`src/rtl/cmdq_pkg.sv`:
```
package cmdq_pkg;
   localparam int unsigned OPC_W   = 8;
   localparam int unsigned N_STB   = 8;
   localparam int unsigned WORD_W  = 64;
   localparam logic [OPC_W-1:0] OPC_SYNC = 8'h46;

   localparam logic [1:0] SEL_CTRL = 2'd0;
   localparam logic [1:0] SEL_PROD = 2'd1;
   localparam logic [1:0] SEL_CONS = 2'd2;
   localparam logic [1:0] SEL_ERR  = 2'd3;

   typedef enum logic {PH_FETCH, PH_EXEC} phase_e;

   typedef struct packed {
      logic [N_STB-1:0] stb;
      logic             is_sync;
      logic             known;
      logic [15:0]      asid;
      logic [15:0]      vmid;
      logic [4:0]       range_f;
      logic [1:0]       cs;
      logic [31:0]      sdata;
   } dec_t;

   // opcode that lights strobe bit i
   function automatic logic [OPC_W-1:0] stb_opcode(input int unsigned i);
      case (i)
         0:       return 8'h01;
         1:       return 8'h03;
         2:       return 8'h04;
         3:       return 8'h05;
         4:       return 8'h06;
         5:       return 8'h11;
         6:       return 8'h20;
         default: return 8'h30;
      endcase
   endfunction
endpackage

```
`src/rtl/cmdq_ram.sv`:
```
module cmdq_ram #(
   parameter int unsigned SLOT_W = 4,
   parameter int unsigned CMD_W  = 128
) (
   input  logic              clk,
   input  logic              we,
   input  logic [SLOT_W-1:0] waddr,
   input  logic [CMD_W-1:0]  wdata,
   input  logic              rd_en,
   input  logic [SLOT_W-1:0] raddr,
   output logic [CMD_W-1:0]  rdata
);
   localparam int unsigned DEPTH = 1 << SLOT_W;

   if (SLOT_W < 1 || SLOT_W > 8) begin : g_bad_depth
      $error("cmdq_ram: SLOT_W out of range");
   end

   logic [CMD_W-1:0] mem [DEPTH];

   always_ff @(posedge clk) begin
      if (we) mem[waddr] <= wdata;
   end

   always_ff @(posedge clk) begin
      if (rd_en) rdata <= mem[raddr];
   end
endmodule

```
`src/rtl/cmdq_decode.sv`:
```
module cmdq_decode
   import cmdq_pkg::*;
(
   input  logic [2*WORD_W-1:0] cmd,
   output dec_t                dec
);
   logic [WORD_W-1:0] w0, w1;
   logic [OPC_W-1:0]  op;
   logic [N_STB-1:0]  hit;

   assign w0 = cmd[WORD_W-1:0];
   assign w1 = cmd[2*WORD_W-1:WORD_W];
   assign op = w0[OPC_W-1:0];

   for (genvar i = 0; i < N_STB; i++) begin : g_op
      assign hit[i] = (op == stb_opcode(i));
   end

   always_comb begin
      dec         = '0;
      dec.stb     = hit;
      dec.is_sync = (op == OPC_SYNC);
      dec.known   = (|hit) || dec.is_sync;
      dec.asid    = w0[63:48];
      dec.vmid    = w0[47:32];
      dec.range_f = w1[4:0];
      dec.cs      = w0[13:12];
      dec.sdata   = w0[63:32];
   end
endmodule

```
`src/rtl/cmdq_regs.sv`:
```
module cmdq_regs
   import cmdq_pkg::*;
#(
   parameter int unsigned SLOT_W = 4,
   parameter int unsigned REG_W  = 32
) (
   input  logic             clk,
   input  logic             rst_n,
   input  logic             hr_wr,
   input  logic [1:0]       hr_sel,
   input  logic [REG_W-1:0] hr_wdata,
   input  logic             adv,
   input  logic             set_err,
   output logic             en,
   output logic             err,
   output logic [SLOT_W:0]  prod,
   output logic [SLOT_W:0]  cons,
   output logic             kill,
   output logic [REG_W-1:0] hr_rdata
);
   localparam int unsigned IDX_W = SLOT_W + 1;

   if (REG_W < IDX_W) begin : g_bad_reg
      $error("cmdq_regs: REG_W narrower than index");
   end

   logic wr_ctrl, wr_prod;
   assign wr_ctrl = hr_wr && (hr_sel == SEL_CTRL);
   assign wr_prod = hr_wr && (hr_sel == SEL_PROD);
   assign kill    = wr_ctrl && !hr_wdata[0];

   always_ff @(posedge clk) begin
      if (!rst_n) begin
         en   <= 1'b0;
         err  <= 1'b0;
         prod <= '0;
         cons <= '0;
      end else begin
         if (wr_ctrl) en <= hr_wdata[0];
         if (kill) begin
            prod <= '0;
            cons <= '0;
            err  <= 1'b0;
         end else begin
            if (wr_prod) prod <= hr_wdata[IDX_W-1:0];
            if (adv)     cons <= cons + 1'b1;
            if (set_err) err  <= 1'b1;
         end
      end
   end

   always_comb begin
      hr_rdata = '0;
      case (hr_sel)
         SEL_CTRL: hr_rdata[0]       = en;
         SEL_PROD: hr_rdata[IDX_W-1:0] = prod;
         SEL_CONS: hr_rdata[IDX_W-1:0] = cons;
         default:  hr_rdata[0]       = err;
      endcase
   end
endmodule

```
`src/rtl/cmdq_engine.sv`:
```
module cmdq_engine
   import cmdq_pkg::*;
#(
   parameter int unsigned SLOT_W = 4,
   parameter int unsigned REG_W  = 32
) (
   input  logic                 clk,
   input  logic                 rst_n,
   input  logic                 hr_wr,
   input  logic [1:0]           hr_sel,
   input  logic [REG_W-1:0]     hr_wdata,
   output logic [REG_W-1:0]     hr_rdata,
   input  logic                 ram_we,
   input  logic [SLOT_W-1:0]    ram_waddr,
   input  logic [2*WORD_W-1:0]  ram_wdata,
   output logic [N_STB-1:0]     op_stb,
   output logic                 sync_stb,
   output logic [15:0]          cmd_asid,
   output logic [15:0]          cmd_vmid,
   output logic [4:0]           cmd_range,
   output logic [1:0]           sync_cs,
   output logic [31:0]          sync_data,
   output logic                 q_full,
   output logic                 cmd_err
);
   localparam int unsigned IDX_W = SLOT_W + 1;
   localparam int unsigned CMD_W = 2 * WORD_W;

   logic             q_en, kill, adv, set_err, fetch_go, exec;
   logic [IDX_W-1:0] q_prod, q_cons;
   logic [CMD_W-1:0] cmd_q;
   phase_e           ph;
   dec_t             dec;

   cmdq_regs #(.SLOT_W(SLOT_W), .REG_W(REG_W)) u_regs (
      .clk(clk), .rst_n(rst_n), .hr_wr(hr_wr), .hr_sel(hr_sel),
      .hr_wdata(hr_wdata), .adv(adv), .set_err(set_err), .en(q_en),
      .err(cmd_err), .prod(q_prod), .cons(q_cons), .kill(kill),
      .hr_rdata(hr_rdata)
   );

   cmdq_ram #(.SLOT_W(SLOT_W), .CMD_W(CMD_W)) u_ram (
      .clk(clk), .we(ram_we), .waddr(ram_waddr), .wdata(ram_wdata),
      .rd_en(fetch_go), .raddr(q_cons[SLOT_W-1:0]), .rdata(cmd_q)
   );

   cmdq_decode u_dec (.cmd(cmd_q), .dec(dec));

   assign fetch_go = (ph == PH_FETCH) && q_en && (q_prod != q_cons)
                     && !cmd_err && !kill;
   assign exec     = (ph == PH_EXEC) && !kill;
   assign adv      = exec && dec.known;
   assign set_err  = exec && !dec.known;
   assign q_full   = (q_prod[SLOT_W-1:0] == q_cons[SLOT_W-1:0])
                     && (q_prod[SLOT_W] != q_cons[SLOT_W]);

   always_ff @(posedge clk) begin
      if (!rst_n) begin
         ph        <= PH_FETCH;
         op_stb    <= '0;
         sync_stb  <= 1'b0;
         cmd_asid  <= '0;
         cmd_vmid  <= '0;
         cmd_range <= '0;
         sync_cs   <= '0;
         sync_data <= '0;
      end else begin
         op_stb   <= exec ? dec.stb : '0;
         sync_stb <= exec && dec.is_sync;
         if (adv) begin
            cmd_asid  <= dec.asid;
            cmd_vmid  <= dec.vmid;
            cmd_range <= dec.range_f;
            sync_cs   <= dec.cs;
            sync_data <= dec.sdata;
         end
         if (kill)          ph <= PH_FETCH;
         else if (fetch_go) ph <= PH_EXEC;
         else               ph <= PH_FETCH;
      end
   end
endmodule

```
`config.mk`:
```
export PLATFORM = sky130hd
export DESIGN_NAME = cmdq_engine
export DESIGN_NICKNAME = d
export VERILOG_FILES = /design/src/rtl/cmdq_pkg.sv /design/src/rtl/cmdq_ram.sv /design/src/rtl/cmdq_decode.sv /design/src/rtl/cmdq_regs.sv /design/src/rtl/cmdq_engine.sv
export SDC_FILE = /design/constraint.sdc
export NUM_CORES = 1
export LEC_CHECK = 0
export BUFFER_PORTS_ARGS = -buffer_cell sky130_fd_sc_hd__buf_2
export CORE_MARGIN = 8
export CORE_UTILIZATION = 30
export CTS_BUF_LIST = sky130_fd_sc_hd__clkbuf_2 sky130_fd_sc_hd__clkbuf_4 sky130_fd_sc_hd__clkbuf_8
export DETAILED_ROUTE_END_ITERATION = 6
export HOLD_SLACK_MARGIN = 0.12
export MAX_ROUTING_LAYER = met4
export PLACE_DENSITY_LB_ADDON = 0.08
export REMOVE_ABC_BUFFERS = 1
export SYNTH_ARGS = -nofsm -noshare
export SYNTH_HDL_FRONTEND = slang
export SYNTH_SLANG_ARGS = --single-unit
```
`constraint.sdc`:
```
create_clock -name clk -period 5.6 [get_ports clk]
set_clock_uncertainty 0.15 [all_clocks]
set_input_delay 0.56 -clock clk [delete_from_list [all_inputs] [get_ports clk]]
set_output_delay 0.56 -clock clk [all_outputs]
set_load 0.01 [all_outputs]
```
; Yosys cells after proc, flatten, opt, wreduce, memory -nomap -nowiden
; Memory sizes are Yosys's and may differ from the RTL's. A register that Yosys moved wholly into a read port is not among the register bits.
; Cells that the tools add are included.
[totals]
ram_bits = 2048
register_bits = 93
memories = 1
inputBits = 170
out_inout_bits = 114
[memory_table]
columns = memory, depth, width, read_ports, rd_ports_with_merged_regs, wr, line_no
row1 = u_ram.mem, 16, 128, 1, 1, 1, cmdq_ram.sv:19  ; logic [CMD_W-1:0] mem [DEPTH];
[op_classes]
n_mux = 5
bitwise = 2
addsub = 1
reduce_logical = 21
n_eq_ne = 14
[op_table]
columns = operator, n
row1 = equality test 8 x 3 -> 1 bit (second input constant), 3
row2 = equality test 8 x 6 -> 1 bit (second input constant), 2
row3 = logical AND 1 bit, 12
row4 = equality test 8 x 1 -> 1 bit (second input constant), 1
row5 = equality test 8 x 2 -> 1 bit (second input constant), 1
row6 = equality test 8 x 5 -> 1 bit (second input constant), 1
row7 = equality test 8 x 7 -> 1 bit (second input constant), 1
row8 = one-hot mux 4 bit (2 select lines), 1
row9 = OR reduction 8 bit, 1
row10 = adder 5 x 1 -> 5 bit (second input constant), 1
row11 = != test 5 bit, 1
row12 = equality test 4 bit, 1
row13 = logical NOT 1 bit, 4
row14 = 2-to-1 mux 1 bit, 3
row15 = one-hot mux 1 bit (3 select lines), 1
row16 = equality test 2 x 1 -> 1 bit (second input constant), 1
row17 = equality test 2 bit (second input constant), 1
row18 = logical NOT 2 bit, 1
row19 = NOT 1 bit, 2
row20 = AND reduction 2 bit, 1
row21 = OR reduction 2 bit, 1
row22 = logical OR 1 bit, 1
row23 = != test 1 bit, 1

; Depth between registers and ports, before layout
[depth]
depth_word = 6
mapped_depth = 9

; Cells and area by module
; From an unflattened synthesis, not the netlist that was laid out.
[hier_totals]
cells_unflattened = 3893
area_unflattened_um2 = 85120.4
[modules_own_cells]
columns = mod, area_each_um2, n_inst, seq_area_each_um2, cells_each
row1 = cmdq_ram, 80726.2, 1, 65342.7, 3357
row2 = cmdq_engine, 2850.2, 1, 1621.6, 340
row3 = cmdq_regs, 840.8, 1, 240.2, 97
row4 = cmdq_decode, 703.2, 1, 0.0, 99

; Worst setup path before layout
; Ideal clock, no wire load.
[synth_timing]
path_kind = input -> register
from = in ram_waddr[2]
to = mem u_ram.mem[0][0] (enable)
setup_time_ns = 0.510
arrival_ns = 4.284
stages = 2
setup_slack_ns = 0.656
path_buffers = 0
cell_sequence = or3b_2 -> nor3_1
[synth_rtl]
columns = item, line_no
row1 = "start, declared", cmdq_engine.sv:14  ; input logic [SLOT_W-1:0] ram_waddr,
row2 = "end, declared", cmdq_ram.sv:19
; No word-level cell before the write port.

; Final worst setup path
[layout_timing]
from = reg u_regs.cons[1]
to = reg u_ram.rdata[68] (read register of u_ram.mem), data pin
[layout_between]
elab_chain_cells = 4
[layout_lines]
columns = item, line_no
row1 = "start, declared", cmdq_regs.sv:17  ; output logic [SLOT_W:0] cons,
row2 = "start signal, assigned", cmdq_regs.sv:46  ; if (adv) cons <= cons + 1'b1;
row3 = != test 5 bit, cmdq_engine.sv:49  ; assign fetch_go = (ph == PH_FETCH) && q_en && (q_prod != q_cons)
row4 = logical AND 1 bit, cmdq_engine.sv:49
row5 = logical AND 1 bit (2 in a row), cmdq_engine.sv:50  ; && !cmd_err && !kill;
row6 = "end, declared", cmdq_ram.sv:11  ; output logic [CMD_W-1:0] rdata
; Several ways; a longest one is shown, not always the timed one.
; A chain may end at the register's enable or synchronous reset.

==> results.toml <==
[global_routing]
grt.total_usage = 0.148
grt_pass1_vias = 17400
antenna_found_initial = 9
grt_max_degree = 81
grt_pass1_wl_um = 125000
grt-ovfl-total = 0

[flow_run]
max_cap_viol_count = 0

[synth]
synth_most_common_cell = "edfxtp_1"
yosys.cell_types.count = 49
synth_area_per_cell_um2 = 22.2
yosysTopAreaCell = "edfxtp_1"
synth_area_mm2 = 0.0329
synth_top_family_by_area = "multiplexers"
synth_compound_area_frac = 0.0168
synth_adder_area_share = 0.00190
synth.area.top_cells = "edfxtp_1 (73%), mux4_2 (15%), dfxtp_1 (3.7%), buf_4 (1.5%), mux4_1 (1.2%)"
synth-simple-area-share = 0.0207
ys_seq_area_frac = 0.766
synth_mux_area_frac = 0.164
synth-xor-area-share = 0.00133
synth-main-ff-cell = "edfxtp_1"
synthArstFlopShare = 0
synth_common_cells = "edfxtp_1 (799), mux4_2 (220), buf_4 (64)"
synthCells = 1482
ys_warn_count = 0
yosys_register_bits = 860
synth-edff-count = 799
synth.top_cell.area_share = 0.729

[min_path]
hold_class = "flip-flop to flip-flop"

[die]
chipHeight_um = 347
die_w_um = 347
rows = 121
die_area_mm2 = 0.121
initial_core_util = 0.302
pin_count = 284
core_area_mm2 = 0.109

[cts]
clock_sinks = 860
cts_resized = 0
cts_tree = "built"
cts_setup_buffers = 0
cts_buffer_depth = 3
cts_root_buf = "clkbuf_8"
postCtsHoldBufs = 65
numCtsBuffers = 153
h-tree-depth = 4
insertion_delay_ps = 790
clk_pin_slew_ps = 50

[route]
ant_nets = 0
drc = 0
drtPass1Iterations = 7
wirelength_um = 87400
drt-vias-per-instance = 4.80
drt_iter0_markers = 994
vias = 15900
wire_per_inst_um = 26.4

[setup_path]
end_kind = "flip-flop"
regToRegEndpoint = "u_ram.rdata[68]"
crit_end = "u_ram.rdata[68]"
r2r_cells = 3
cp_cell_sequence = "buf_4, mux4_1, mux4_2"
required_ps = 5960
startpoint_type = "flip-flop"
worst-setup-path-type = "flip-flop to flip-flop"
critPathArrivalTime_ps = 3390
slowest_stage = "buf_4"
regToRegStartpoint = "u_regs.cons[1]"
max_stage_delay_ps = 870
cp-startpoint = "u_regs.cons[1]"
worstPathMaxFanout = 59
r2r_setup_slack_ps = 2570

[power_and_ir_drop]
p_leak_nw = 12.2
power-per-cell-area_mw_per_mm2 = 339
p_total_mw = 13.1
irDropWorstVdd_mv = 0.209

[place]
port_buffers = 148
placed_area_mm2 = 0.0351
placed_cells_incl_taps = 2975
dp_hpwl_um = 42800
gp_congestion = 0.699

[finish]
post-route-util = 0.356
layout-drive-gt1-share = 0.360
fin_cells = 3317
finalNetCount = 1956
fin_area_mm2 = 0.0387
area_delta_synth_final_pct = 17.7

[sta]
finalSetupTns_ps = 0
slew_viol_final = 0
slew_headroom = 0.246
rsz0062_at_grt = "no"
hold_viol = 0
period_needed_ps = 3030
finalSetupViolCount = 0
tightest_slew_ps = 1130
fmax_ghz = 0.330
period_share = 0.542

[status]
status = "finished clean"
[power breakdown]
part | internal [mW] | leakage [nW] | switching [mW] | total (mW)
clock network | 3.13 | 1.57 | 2.52 | 5.65
logic | 0.0975 | 2.93 | 0.201 | 0.298
registers | 7.14 | 7.71 | 0.0256 | 7.16
[cell type report]
cell class / instances / area [um^2]
fill: 10100 / 70100
sequential: 860 / 25200
multi-input combinational: 505 / 6960
clock buffer: 222 / 2710
timing repair buffer: 255 / 1770
tap: 1414 / 1770
clock inverter: 49 / 260
inverter: 6 / 22.5
antenna: 6 / 15.0
[logic make-up after synthesis]
group / count (synthesis)
XOR/XNOR: 5
adder cells (fa/ha/maj): 5
AO/OA/AOI/OAI: 101
buffers and inverters: 143
flip-flops: 860
AND/OR/NAND/NOR: 128
multiplexers: 239
other: 1
[stage by stage]
stage	setup WS (ps)	hold WS, ps
2_1_floorplan	-3860	308
3_3_place_gp	2370	304
3_5_place_dp	2370	307
4_1_cts	2530	277
5_1_grt	2480	328
6_report	2570	316
[cell usage in the layout (no fill, tap or decap), types with 3 or more instances in the layout]
master / n
buf_12: 5
diode_2: 6
a22oi_1: 4
clkbuf_8: 166
and2_1: 3
mux4_2: 220
clkinvlp_4: 5
nand3b_1: 3
dfxtp_1: 57
buf_4: 37
nor3_1: 6
nor2_1: 12
inv_6: 3
edfxtp_1: 799
o21ai_0: 41
ha_1: 5
mux4_1: 15
mux2i_1: 4
conb_1: 27
a21oi_1: 46
or3_1: 3
inv_1: 5
clkinv_2: 13
clkbuf_4: 56
nor2b_1: 5
nor2_4: 12
clkinv_1: 27
xnor2_1: 4
nand3_1: 49
buf_2: 148
nor3_2: 4
dfxtp_4: 4
nand2_1: 15
dlygate4sd3_1: 65
and4_1: 3
[sequential cells by signal (all words and copies together) (netlist names)]
name / flops
cmd_asid: 16
cmd_range: 5
cmd_vmid: 15
op_stb: 8
ph: 1
sync_cs: 2
sync_data: 1
sync_stb: 1
u_ram.mem: 752
u_ram.rdata: 47
u_regs.cons: 5
u_regs.en: 1
u_regs.err: 1
u_regs.prod: 5
[worst min-delay path by stage]
stage	slack [ps]	endpoint	from	cells past startpoint
after floorplan	310	u_regs.en	u_regs.en	2
after global placement	300	cmd_range[2]	cmd_range[2]	2
after detailed placement	310	cmd_range[2]	cmd_range[2]	2
after CTS	280	u_ram.mem[13][61]	ram_waddr[2]	3
after global routing	330	u_ram.mem[13][61]	ram_waddr[2]	3
final	320	sync_cs[0]	sync_cs[0]	2
[metal layers]
layer	track usage	vias up	routed length [um]
li1	-	6762	-
met1	0.204	8641	41500
met2	0.225	405	40600
met3	0.0295	117	3980
met4	0.0393	0	1370
met5	-	-	0
[critical path: cells and delay by family, from the launching register on]
family                 cells  cell delay (ps)
buffers and inverters      1              870
flip-flops                 1              710
multiplexers               2              940
Note: power is estimated with default switching activity, not from simulation.
